[src/rtl/cms_sample_line.sv]
module cms_sample_line #(
  parameter int unsigned DATA_W = 12,
  parameter int unsigned TAPS   = 15
) (
  input  logic                         clk_i,
  input  logic                         rst_ni,
  input  logic                         push_i,
  input  logic [DATA_W-1:0]            sample_i,
  output logic [TAPS-1:0][DATA_W-1:0]  taps_o
);
  logic [TAPS-1:0][DATA_W-1:0] taps_q;

  always_ff @(posedge clk_i or negedge rst_ni) begin
    if (!rst_ni) begin
      taps_q <= '0;
    end else if (push_i) begin
      taps_q[0] <= sample_i;
      for (int i = 1; i < int'(TAPS); i++) taps_q[i] <= taps_q[i-1];
    end
  end

  assign taps_o = taps_q;
endmodule

[src/rtl/cms_fill_track.sv]
module cms_fill_track #(
  parameter int unsigned WIN     = 4,
  parameter int unsigned GAP_MAX = 7,
  parameter int unsigned GAP_W   = 3,
  localparam int unsigned TAPS   = 2*WIN + GAP_MAX,
  localparam int unsigned CNT_W  = $clog2(TAPS+1)
) (
  input  logic             clk_i,
  input  logic             rst_ni,
  input  logic             push_i,
  input  logic             restart_i,
  input  logic [GAP_W-1:0] gap_i,
  output logic             ready_o
);
  logic [CNT_W-1:0] cnt_q;

  always_ff @(posedge clk_i or negedge rst_ni) begin
    if (!rst_ni) begin
      cnt_q <= '0;
    end else if (restart_i) begin
      cnt_q <= push_i ? CNT_W'(1) : '0;  // sample in the clear cycle is post-clear
    end else if (push_i && cnt_q != CNT_W'(TAPS)) begin
      cnt_q <= cnt_q + CNT_W'(1);
    end
  end

  assign ready_o = cnt_q >= (CNT_W'(2*WIN) + CNT_W'(gap_i));
endmodule

[src/rtl/cms_window_sum.sv]
module cms_window_sum #(
  parameter int unsigned DATA_W = 12,
  parameter int unsigned TAPS   = 15,
  parameter int unsigned WIN    = 4,
  parameter int unsigned OFF_W  = 4,
  parameter int unsigned SUM_W  = 14
) (
  input  logic [TAPS-1:0][DATA_W-1:0] taps_i,
  input  logic [OFF_W-1:0]            off_i,
  output logic [SUM_W-1:0]            sum_o
);
  always_comb begin
    logic [OFF_W-1:0] idx;
    sum_o = '0;
    for (int i = 0; i < int'(WIN); i++) begin
      idx   = off_i + OFF_W'(i);
      sum_o = sum_o + SUM_W'(taps_i[idx]);
    end
  end
endmodule

[src/rtl/cms_charge_extract.sv]
module cms_charge_extract #(
  parameter int unsigned DATA_W  = 12,
  parameter int unsigned WIN     = 4,
  parameter int unsigned GAP_MAX = 7,
  localparam int unsigned GAP_W  = $clog2(GAP_MAX+1),
  localparam int unsigned OUT_W  = DATA_W + $clog2(WIN) + 1
) (
  input  logic                    clk_i,
  input  logic                    rst_ni,
  input  logic [DATA_W-1:0]       sample_i,
  input  logic                    sample_valid_i,
  input  logic [GAP_W-1:0]        gap_i,
  input  logic                    integ_reset_i,
  output logic signed [OUT_W-1:0] amp_o,
  output logic                    amp_valid_o
);
  localparam int unsigned TAPS  = 2*WIN + GAP_MAX;
  localparam int unsigned OFF_W = $clog2(TAPS);
  localparam int unsigned SUM_W = OUT_W - 1;

  logic [TAPS-1:0][DATA_W-1:0] taps;
  logic [SUM_W-1:0] post_sum, pre_sum, post_q, pre_q;
  logic ready, acc_q, s1_vld_q, vld_q;
  logic signed [OUT_W-1:0] amp_q;

  cms_sample_line #(.DATA_W(DATA_W), .TAPS(TAPS)) u_line (
    .clk_i(clk_i), .rst_ni(rst_ni), .push_i(sample_valid_i),
    .sample_i(sample_i), .taps_o(taps));

  cms_fill_track #(.WIN(WIN), .GAP_MAX(GAP_MAX), .GAP_W(GAP_W)) u_fill (
    .clk_i(clk_i), .rst_ni(rst_ni), .push_i(sample_valid_i),
    .restart_i(integ_reset_i), .gap_i(gap_i), .ready_o(ready));

  cms_window_sum #(.DATA_W(DATA_W), .TAPS(TAPS), .WIN(WIN), .OFF_W(OFF_W), .SUM_W(SUM_W)) u_post (
    .taps_i(taps), .off_i('0), .sum_o(post_sum));

  cms_window_sum #(.DATA_W(DATA_W), .TAPS(TAPS), .WIN(WIN), .OFF_W(OFF_W), .SUM_W(SUM_W)) u_pre (
    .taps_i(taps), .off_i(OFF_W'(WIN) + OFF_W'(gap_i)), .sum_o(pre_sum));

  // stage 1: window sums of the history just updated
  always_ff @(posedge clk_i or negedge rst_ni) begin
    if (!rst_ni) begin
      acc_q    <= 1'b0;
      s1_vld_q <= 1'b0;
      post_q   <= '0;
      pre_q    <= '0;
    end else begin
      acc_q    <= sample_valid_i;
      s1_vld_q <= acc_q && ready;
      if (acc_q) begin
        post_q <= post_sum;
        pre_q  <= pre_sum;
      end
    end
  end

  // stage 2: difference, held between strobes
  always_ff @(posedge clk_i or negedge rst_ni) begin
    if (!rst_ni) begin
      vld_q <= 1'b0;
      amp_q <= '0;
    end else begin
      vld_q <= s1_vld_q;
      if (s1_vld_q) amp_q <= $signed({1'b0, post_q}) - $signed({1'b0, pre_q});
    end
  end

  assign amp_o       = amp_q;
  assign amp_valid_o = vld_q;
endmodule

[config.mk]
export PLATFORM = sky130hd
export DESIGN_NAME = cms_charge_extract
export DESIGN_NICKNAME = d
export VERILOG_FILES = /design/src/rtl/cms_sample_line.sv /design/src/rtl/cms_fill_track.sv /design/src/rtl/cms_window_sum.sv /design/src/rtl/cms_charge_extract.sv
export SDC_FILE = /design/constraint.sdc
export NUM_CORES = 1
export LEC_CHECK = 0
export ABC_AREA = 1
export ABC_CLOCK_PERIOD_IN_PS = 4400
export BUFFER_PORTS_ARGS = -buffer_cell sky130_fd_sc_hd__buf_2
export CAP_MARGIN = 25
export CORE_ASPECT_RATIO = 0.6
export CORE_MARGIN = 2
export CORE_UTILIZATION = 45
export CTS_CLUSTER_DIAMETER = 100
export DETAILED_ROUTE_END_ITERATION = 8
export GPL_TIMING_DRIVEN = 1
export HOLD_SLACK_MARGIN = 0.08
export SLEW_MARGIN = 0
export SYNTH_ARGS = -nofsm -noshare
export SYNTH_HDL_FRONTEND = slang
export SYNTH_SLANG_ARGS = --single-unit
[constraint.sdc]
create_clock -name clk_i -period 4.4 [get_ports clk_i]
set_input_delay 0.88 -clock clk_i [delete_from_list [all_inputs] [get_ports clk_i]]
set_output_delay 0.88 -clock clk_i [all_outputs]
set_load 0.01 [all_outputs]
==> impl_metrics.yaml, run 1 <==
synth:
  synth_top_area_share_pct: 33.0
  synth-xor-area-share_pct: 1.95
  syn-cell-area_mm2: 0.0174
  synthFlopType: "dfrtp_1"
  ys_types: 44
  yosysSeqAreaShare_pct: 33.0
  synth-async-reset-ratio_pct: 100
  synth_area_per_cell_um2: 6.87
  muxShareOfSynthArea_pct: 0.516
  synth_area_leaders: "dfrtp_1 33%, nand2_1 16%, o21ai_0 11%"
  postSynthCellCount: 2541
  synth_fp_nets: 2660
  yosysWarnings: 0
  synth-seq-cells: 230
  synthAdderAreaFrac_pct: 8.42
  synth_top_area_cell: "dfrtp_1"
  synth_top_family_by_area: "simple AND/OR/NAND/NOR gates"
  synth-simple-area-share_pct: 23.8
  synth_edf_count: 0
  synth_compound_area_share_pct: 20.7
layout:
  finalInstanceArea_mm2: 0.0211
  area_growth_pct: 20.9
  nets: 2796
  fill_cells: 3669
  multi_input_area_mm2: 0.0102
  seq_area_mm2: 0.00576
  final_cell_mix: "715 x nand2_1, 366 x o21ai_0, 306 x inv_1"
  drive_above_1_share_pct: 15.4
  diodes: 0
  final_common_cell: "nand2_1"
pwr:
  ir_drop_v: 0.000389
  power_leakage_nw: 10.3
  p_per_area_mw_per_mm2: 593
  power.total_mw: 12.5
global_route:
  grt_overflow: 0
  grt_max_degree: 137
  grt_pass1_vias: 16000
  antenna_found_initial: 0
  grtUsageTotal_pct: 29.0
  grt_pass1_wl_um: 91300
clock_tree:
  htree_num_levels: 1
  insertion_delay_ns: 0.58
  cts_buffers: 26
  cts_root_buf: "clkbuf_16"
  cts_sinks: 230
  clk_pin_slew_ns: 0.08
  cts.path.max_buffers: 3
  cts_tree: "built"
worst_setup_path:
  end_kind: "flop"
  arrival_ns: 4.87
  worstPathRequired_ns: 4.86
  crit_type: "in -> reg"
  worst-path-max-fanout: 9
  start_kind: "input pin"
  rrSetupSlack_ns: 0.26
routing:
  avgRoutedWirePerCell_um: 18.4
  via_per_inst: 5.40
  first_pass_iters: 5
  drt_iter0_drc: 1741
  num_vias: 17300
  routed_wl_um: 59100
  drc: 0
  ant_nets: 0
timing:
  slew_violations: 0
  finalHoldViolations: 0
  grt_setup_unrepaired: "yes"
  clock_skew_ns: 0.0229
  period_needed_ns: 4.42
  fmax_mhz: 226
  fin_crit_sh_pct: 100
  setup_viol: 1
  finalSetupTns_ns: -0.0153
  fin_ws_ns: -0.0153
  tightest_slew_ns: 1.09
  relSlewSlack_pct: 27.4
place:
  post-dp-hpwl_um: 43300
  post-place-ws_ns: -0.650
  place_congestion: 0.957
  io_buffers: 34
  place_area_mm2: 0.0195
floorplanning:
  rows: 55
  dieWidth_um: 258
  die_area_mm2: 0.0404
  die_h_um: 157
  io_pins: 35
  core_mm2: 0.0379
  initial_utilization_pct: 46.0
outcome:
  violations: "negative setup slack"
  status: "complete, but fails checks"
run:
  cap_violations: 0
min_path:
  hp-class: "in -> async"
power by group:
group / switching, mW / internal [mW]
clock: 0.989 / 1.50
combinational: 4.30 / 2.95
sequential: 0.273 / 2.50
total: 5.56 / 6.94
through the flow:
| step | cells | util (%) | hold slack, ns |
|---|---|---|---|
| floorplan | 2541 | - | 0.372 |
| global placement | 3146 | 51.5 | 0.454 |
| detailed placement | 3146 | 51.5 | 0.460 |
| CTS | 3194 | 54.2 | 0.432 |
| global route | 3209 | 55.6 | 0.396 |
| finish | 3209 | 55.6 | 0.295 |
kinds of logic (layout without fill, tap and decap cells):
logic type / count (synthesis) / after routing
DFF: 230 / 230
AOI/OAI and AO/OA: 674 / 674
buffers and inverters: 458 / 613
xor gates and xnor gates: 32 / 32
adders and majority gates: 100 / 100
muxes: 8 / 8
and+or+nand+nor: 1039 / 1039
cell type report:
cell class	count	share of cell area, %
inverter	313	5.63
tap	513	3.04
clock inverter	13	0.973
sequential	230	27.3
multi-input combinational	1853	48.5
timing repair buffer	253	11.0
clock buffer	34	3.57
cell usage after synthesis, types with 2 or more instances:
cell type / n
or2_2: 4
a21boi_0: 2
xor2_1: 16
nand3_1: 139
buf_1: 4
buf_4: 7
buf_2: 52
xor2_4: 2
nand3b_1: 7
nor3_1: 4
a31oi_1: 3
o21ai_1: 59
mux2_2: 8
nand2_1: 732
inv_2: 3
o22ai_1: 7
o21a_1: 18
o31ai_1: 2
xor2_2: 2
buf_8: 2
o21ai_0: 385
a21o_1: 2
a211oi_1: 5
dfrtp_1: 230
o211ai_1: 37
o211ai_2: 2
nand4_1: 11
o21bai_1: 3
a21oi_1: 142
fa_1: 29
nor2_1: 141
ha_1: 71
buf_6: 27
a22oi_1: 2
inv_1: 310
xnor2_1: 11
clkbuf_1: 53
state kept, by name (all words and copies together), names as in the netlist:
signal         count
acc_q              1
amp_o             15
amp_valid_o        1
post_q            14
pre_q             14
s1_vld_q           1
u_fill.cnt_q       4
u_line.taps_o    180
critical path, cell delays in order:
cell and delay, ns:
buf_6 0.10, buf_6 0.11, inv_6 0.03, ha_4 0.33
inv_8 0.07, clkbuf_16 0.17, o21ai_2 0.14, a21oi_1 0.06
o21ai_1 0.19, nand2_2 0.09, ha_4 0.19, fa_2 0.44
nand3_2 0.12, nand2_4 0.08, nand4_1 0.13, nand2_2 0.09
xor2_2 0.16, fa_1 0.51, inv_2 0.05, ha_4 0.29
nand2_2 0.12, nor2_4 0.15, nand3_2 0.10, nand3_1 0.09
nand2_1 0.05, nand3_1 0.05, o21ai_0 0.07
path summary, 6_finish.rpt:
path | from | to | cells past startpoint
setup / recovery | gap_i[1] | pre_q[10] | 27
hold / removal | rst_ni | u_line.taps_o[106] | 1
setup reg to reg | u_line.taps_o[12] | post_q[7] | 14
hold reg to reg | amp_o[5] | amp_o[5] | 2
max in group asynchronous | rst_ni | u_line.taps_o[119] | 2
min in group clk_i | amp_o[5] | amp_o[5] | 2
routing by layer:
layer  track usage (%)  wire length (um)
met1              45.5             29800
met3              3.82              4590
met4              5.20              1100
met5                 0                 0
met2              42.5             23700
what timing repair did:
| item | CTS | global route |
|---|---|---|
| buffers inserted | 0 | 11 |
| setup endpoints to repair | 1 | 12 |
| resized for setup | 4 | 94 |
| pin swaps | 0 | 37 |
| hold buffers | 0 | 0 |
| gates cloned | 1 | 4 |
Power figures use the tool's default switching activity.
==> run 2: changes to the inputs <==
--- a/config.mk
+++ b/config.mk
@@ -6,5 +6,4 @@
 export NUM_CORES = 1
 export LEC_CHECK = 0
-export ABC_AREA = 1
 export ABC_CLOCK_PERIOD_IN_PS = 4400
 export BUFFER_PORTS_ARGS = -buffer_cell sky130_fd_sc_hd__buf_2
==> constraint.sdc (replaced) <==
create_clock -name clk_i -period 4.4 [get_ports clk_i]
set_input_delay 0.66 -clock clk_i [delete_from_list [all_inputs] [get_ports clk_i]]
set_output_delay 0.66 -clock clk_i [all_outputs]
set_load 0.01 [all_outputs]
==> run 2 against run 1 <==
  * The flow still finishes with violations (negative setup slack)
  * Clock power is 8.0% lower
  * Sequential power rose by 23%
  * Combinational power up 37%
  * Die area decreased by 2.4%
  * Non-clock buffer count grew 25
  * Synthesized cell count down 44%
  * Critical endpoint is now pre_q[12]
  * Sequential share of layout area increased by 0.50 points
  * Register-to-register slack got worse by 0.69 ns
==> impl_metrics.yaml, run 2 <==
floorplanning:
  rows: 55
  die_h_um: 155
  dieWidth_um: 255
  die_area_mm2: 0.0394
  initial_utilization_pct: 45.4
  io_pins: 35
  core_mm2: 0.0375
worst_setup_path:
  rrSetupSlack_ns: -0.43
  worstPathRequired_ns: 4.82
  end_kind: "flop"
  crit_family: "adder cells"
  slowest_delay_ns: 0.57
  r2r_cells: 18
  r2r-end: "pre_q[12]"
  start_kind: "input pin"
  arrival_ns: 5.42
  worst-path-max-fanout: 5
  r2r_start: "u_line.taps_o[25]"
  path_cells: "clkbuf_16 > inv_6 > ha_4 > mux4_2 > mux4_2 > fa_2 > a21oi_4 > o21ai_4 > a2111oi_4 > buf_4 > o21bai_1 > a21oi_1 > xor2_1 > fa_1 > inv_2 > ha_4 > inv_4 > nor3_2 > a221oi_2 > xnor2_1 > mux2_4"
  slowest_stage: "mux4_2"
  crit_type: "in -> reg"
  crit_buf_inv: 5
synth:
  synth_edf_count: 0
  synth_fp_nets: 1536
  ys_types: 61
  syn-cell-area_mm2: 0.0170
  synth_top_area_share_pct: 33.8
  synth_compound_area_share_pct: 8.58
  synth-async-reset-ratio_pct: 100
  synth_top_family_by_area: "multiplexers"
  synth_area_per_cell_um2: 12.0
  postSynthCellCount: 1417
  synth-simple-area-share_pct: 5.70
  ys_top_cells_by_count: "230 x dfrtp_1, 179 x mux2_2, 158 x mux4_2"
  synth-seq-cells: 230
  synth_area_leaders: "dfrtp_1 34%, mux4_2 21%, mux2_2 12%"
  synth_top_area_cell: "dfrtp_1"
  muxShareOfSynthArea_pct: 35.4
  yosysWarnings: 0
  synth_most_common_cell: "dfrtp_1"
  yosysSeqAreaShare_pct: 33.8
  synth-xor-area-share_pct: 2.62
  synthAdderAreaFrac_pct: 8.63
  synthFlopType: "dfrtp_1"
pwr:
  seqPwrFrac_pct: 21.9
  power.total_mw: 15.6
  internal_power_mw: 9.27
  p_per_area_mw_per_mm2: 754
  p_sw_mw: 6.36
  power_frac_clock_pct: 14.6
  p_sw_share_pct: 40.7
  ir_drop_v: 0.000536
  p_comb_share_pct: 63.5
  power_leakage_nw: 9.35
timing:
  relSlewSlack_pct: 41.4
  clock_skew_ns: 0.0238
  tightest_slew_ns: 0.878
  fin_ws_ns: -0.597
  setup_viol: 9
  period_needed_ns: 5.00
  slew_violations: 0
  fmax_mhz: 200
  finalHoldViolations: 0
  fin_crit_sh_pct: 114
  grt_setup_unrepaired: "yes"
layout:
  area_growth_pct: 21.8
  final_cell_mix: "230 x dfrtp_1, 229 x buf_4, 178 x mux2_2"
  drive_above_1_share_pct: 43.3
  multi_input_area_mm2: 0.0107
  seq_area_mm2: 0.00576
  diodes: 0
  nets: 1756
  utilization_pct: 55.2
  final_common_cell: "dfrtp_1"
  largest_register_ffs: 180
  fill_cells: 3168
clock_tree:
  htree_num_levels: 1
  cts.path.max_buffers: 3
  cts_root_buf: "clkbuf_16"
  cts_buffers: 24
  cts_sinks: 230
  clk_pin_slew_ns: 0.08
  cts_tree: "built"
  insertion_delay_ns: 0.56
  cts-hold-fix-buffers: 0
outcome:
  status: "complete, but fails checks"
  violations: "negative setup slack"
min_path:
  hp-class: "in -> async"
global_route:
  grt_pass1_wl_um: 77900
  grt_overflow: 0
  grt_pass1_vias: 13000
  grt_max_degree: 99
  grtUsageTotal_pct: 26.1
  antenna_found_initial: 2
routing:
  drc: 0
  ant_nets: 0
  routed_wl_um: 49800
  avgRoutedWirePerCell_um: 23.0
  first_pass_iters: 5
  drt_iter0_drc: 1310
  via_per_inst: 6.01
  num_vias: 13000
place:
  place_congestion: 0.975
  post-dp-hpwl_um: 36800
  post-place-ws_ns: -1.29
  io_buffers: 34
run:
  cap_violations: 0
[run 2: worst max path at each step]
stage / start / slack (ns) / depth (start not counted) / endpoint
2_1_floorplan: gap_i[0] / -1.10 / 22 / pre_q[10]
3_3_place_gp: gap_i[0] / -1.24 / 20 / pre_q[10]
3_5_place_dp: gap_i[0] / -1.29 / 21 / pre_q[11]
4_1_cts: gap_i[0] / -0.52 / 21 / pre_q[12]
5_1_grt: gap_i[0] / -0.70 / 21 / pre_q[12]
6_report: gap_i[0] / -0.60 / 21 / pre_q[12]
[run 2: layout make-up]
class                   count  area share (%)
multi-input cells         980            51.7
flip-flops and latches    230            27.8
repair buffers            278            10.9
clock buffers              32            3.33
well taps                 513            3.10
inverters                 123            2.27
clock inverters            12           0.852
[run 2: per-stage QoR]
| stage | setup TNS [ns] | hold WS, ns | std cells | area, um^2 |
|---|---|---|---|---|
| floorplan | -7.58 | 0.352 | 1417 | 17200 |
| CTS | -2.35 | 0.198 | 2167 | 20600 |
| finish | -3.22 | 0.188 | 2168 | 20700 |
| global placement | -9.82 | 0.473 | 2113 | 19400 |
| global route | -4.34 | 0.236 | 2168 | 20700 |
| detailed placement | -10.22 | 0.476 | 2113 | 19400 |
[run 2: cells by family (layout without fill, tap and decap cells)]
family / Yosys count / count (layout)
flops: 230 / 230
buf+inv: 207 / 445
mux: 382 / 382
xor+xnor: 47 / 47
compound gates: 232 / 232
fa+ha+maj: 100 / 100
simple gates: 219 / 219
[run 2: power by group through the flow]
stage               logic, mW  registers [mW]  clock network, mW
finish                   9.92            3.42               2.29
global route             10.8            3.51               2.42
CTS                      9.65            3.40               2.32
detailed placement       9.32            3.43                  0
global placement         9.19            3.41                  0
floorplan                5.99            3.35                  0
[run 2: worst register-to-register path, cell delays in order (launching register included)]
cell and delay, ns:
dfrtp_1 0.42, mux4_2 0.47, mux4_2 0.57, fa_2 0.46
a21oi_4 0.21, o21ai_4 0.08, a2111oi_4 0.36, buf_4 0.17
o21bai_1 0.05, a21oi_1 0.17, xor2_1 0.21, fa_1 0.49
inv_2 0.09, ha_4 0.20, inv_4 0.06, nor3_2 0.04
a221oi_2 0.28, xnor2_1 0.09, mux2_4 0.26
[run 2: repair_timing]
action,CTS,global route
cloned,3,0
buffers inserted,7,1
pin swaps,22,15
setup endpoints to repair,11,14
resized for setup,36,18
[run 2: layer usage]
metal / share of wire [%] / up-vias / track usage [%]
li1: - / 5730 / -
met2: 40 / 571 / 35.0
met1: 46 / 6642 / 40.0
met3: 11 / 74 / 9.10
met4: 2.3 / 2 / 5.99
met5: 0.13 / - / 1.86
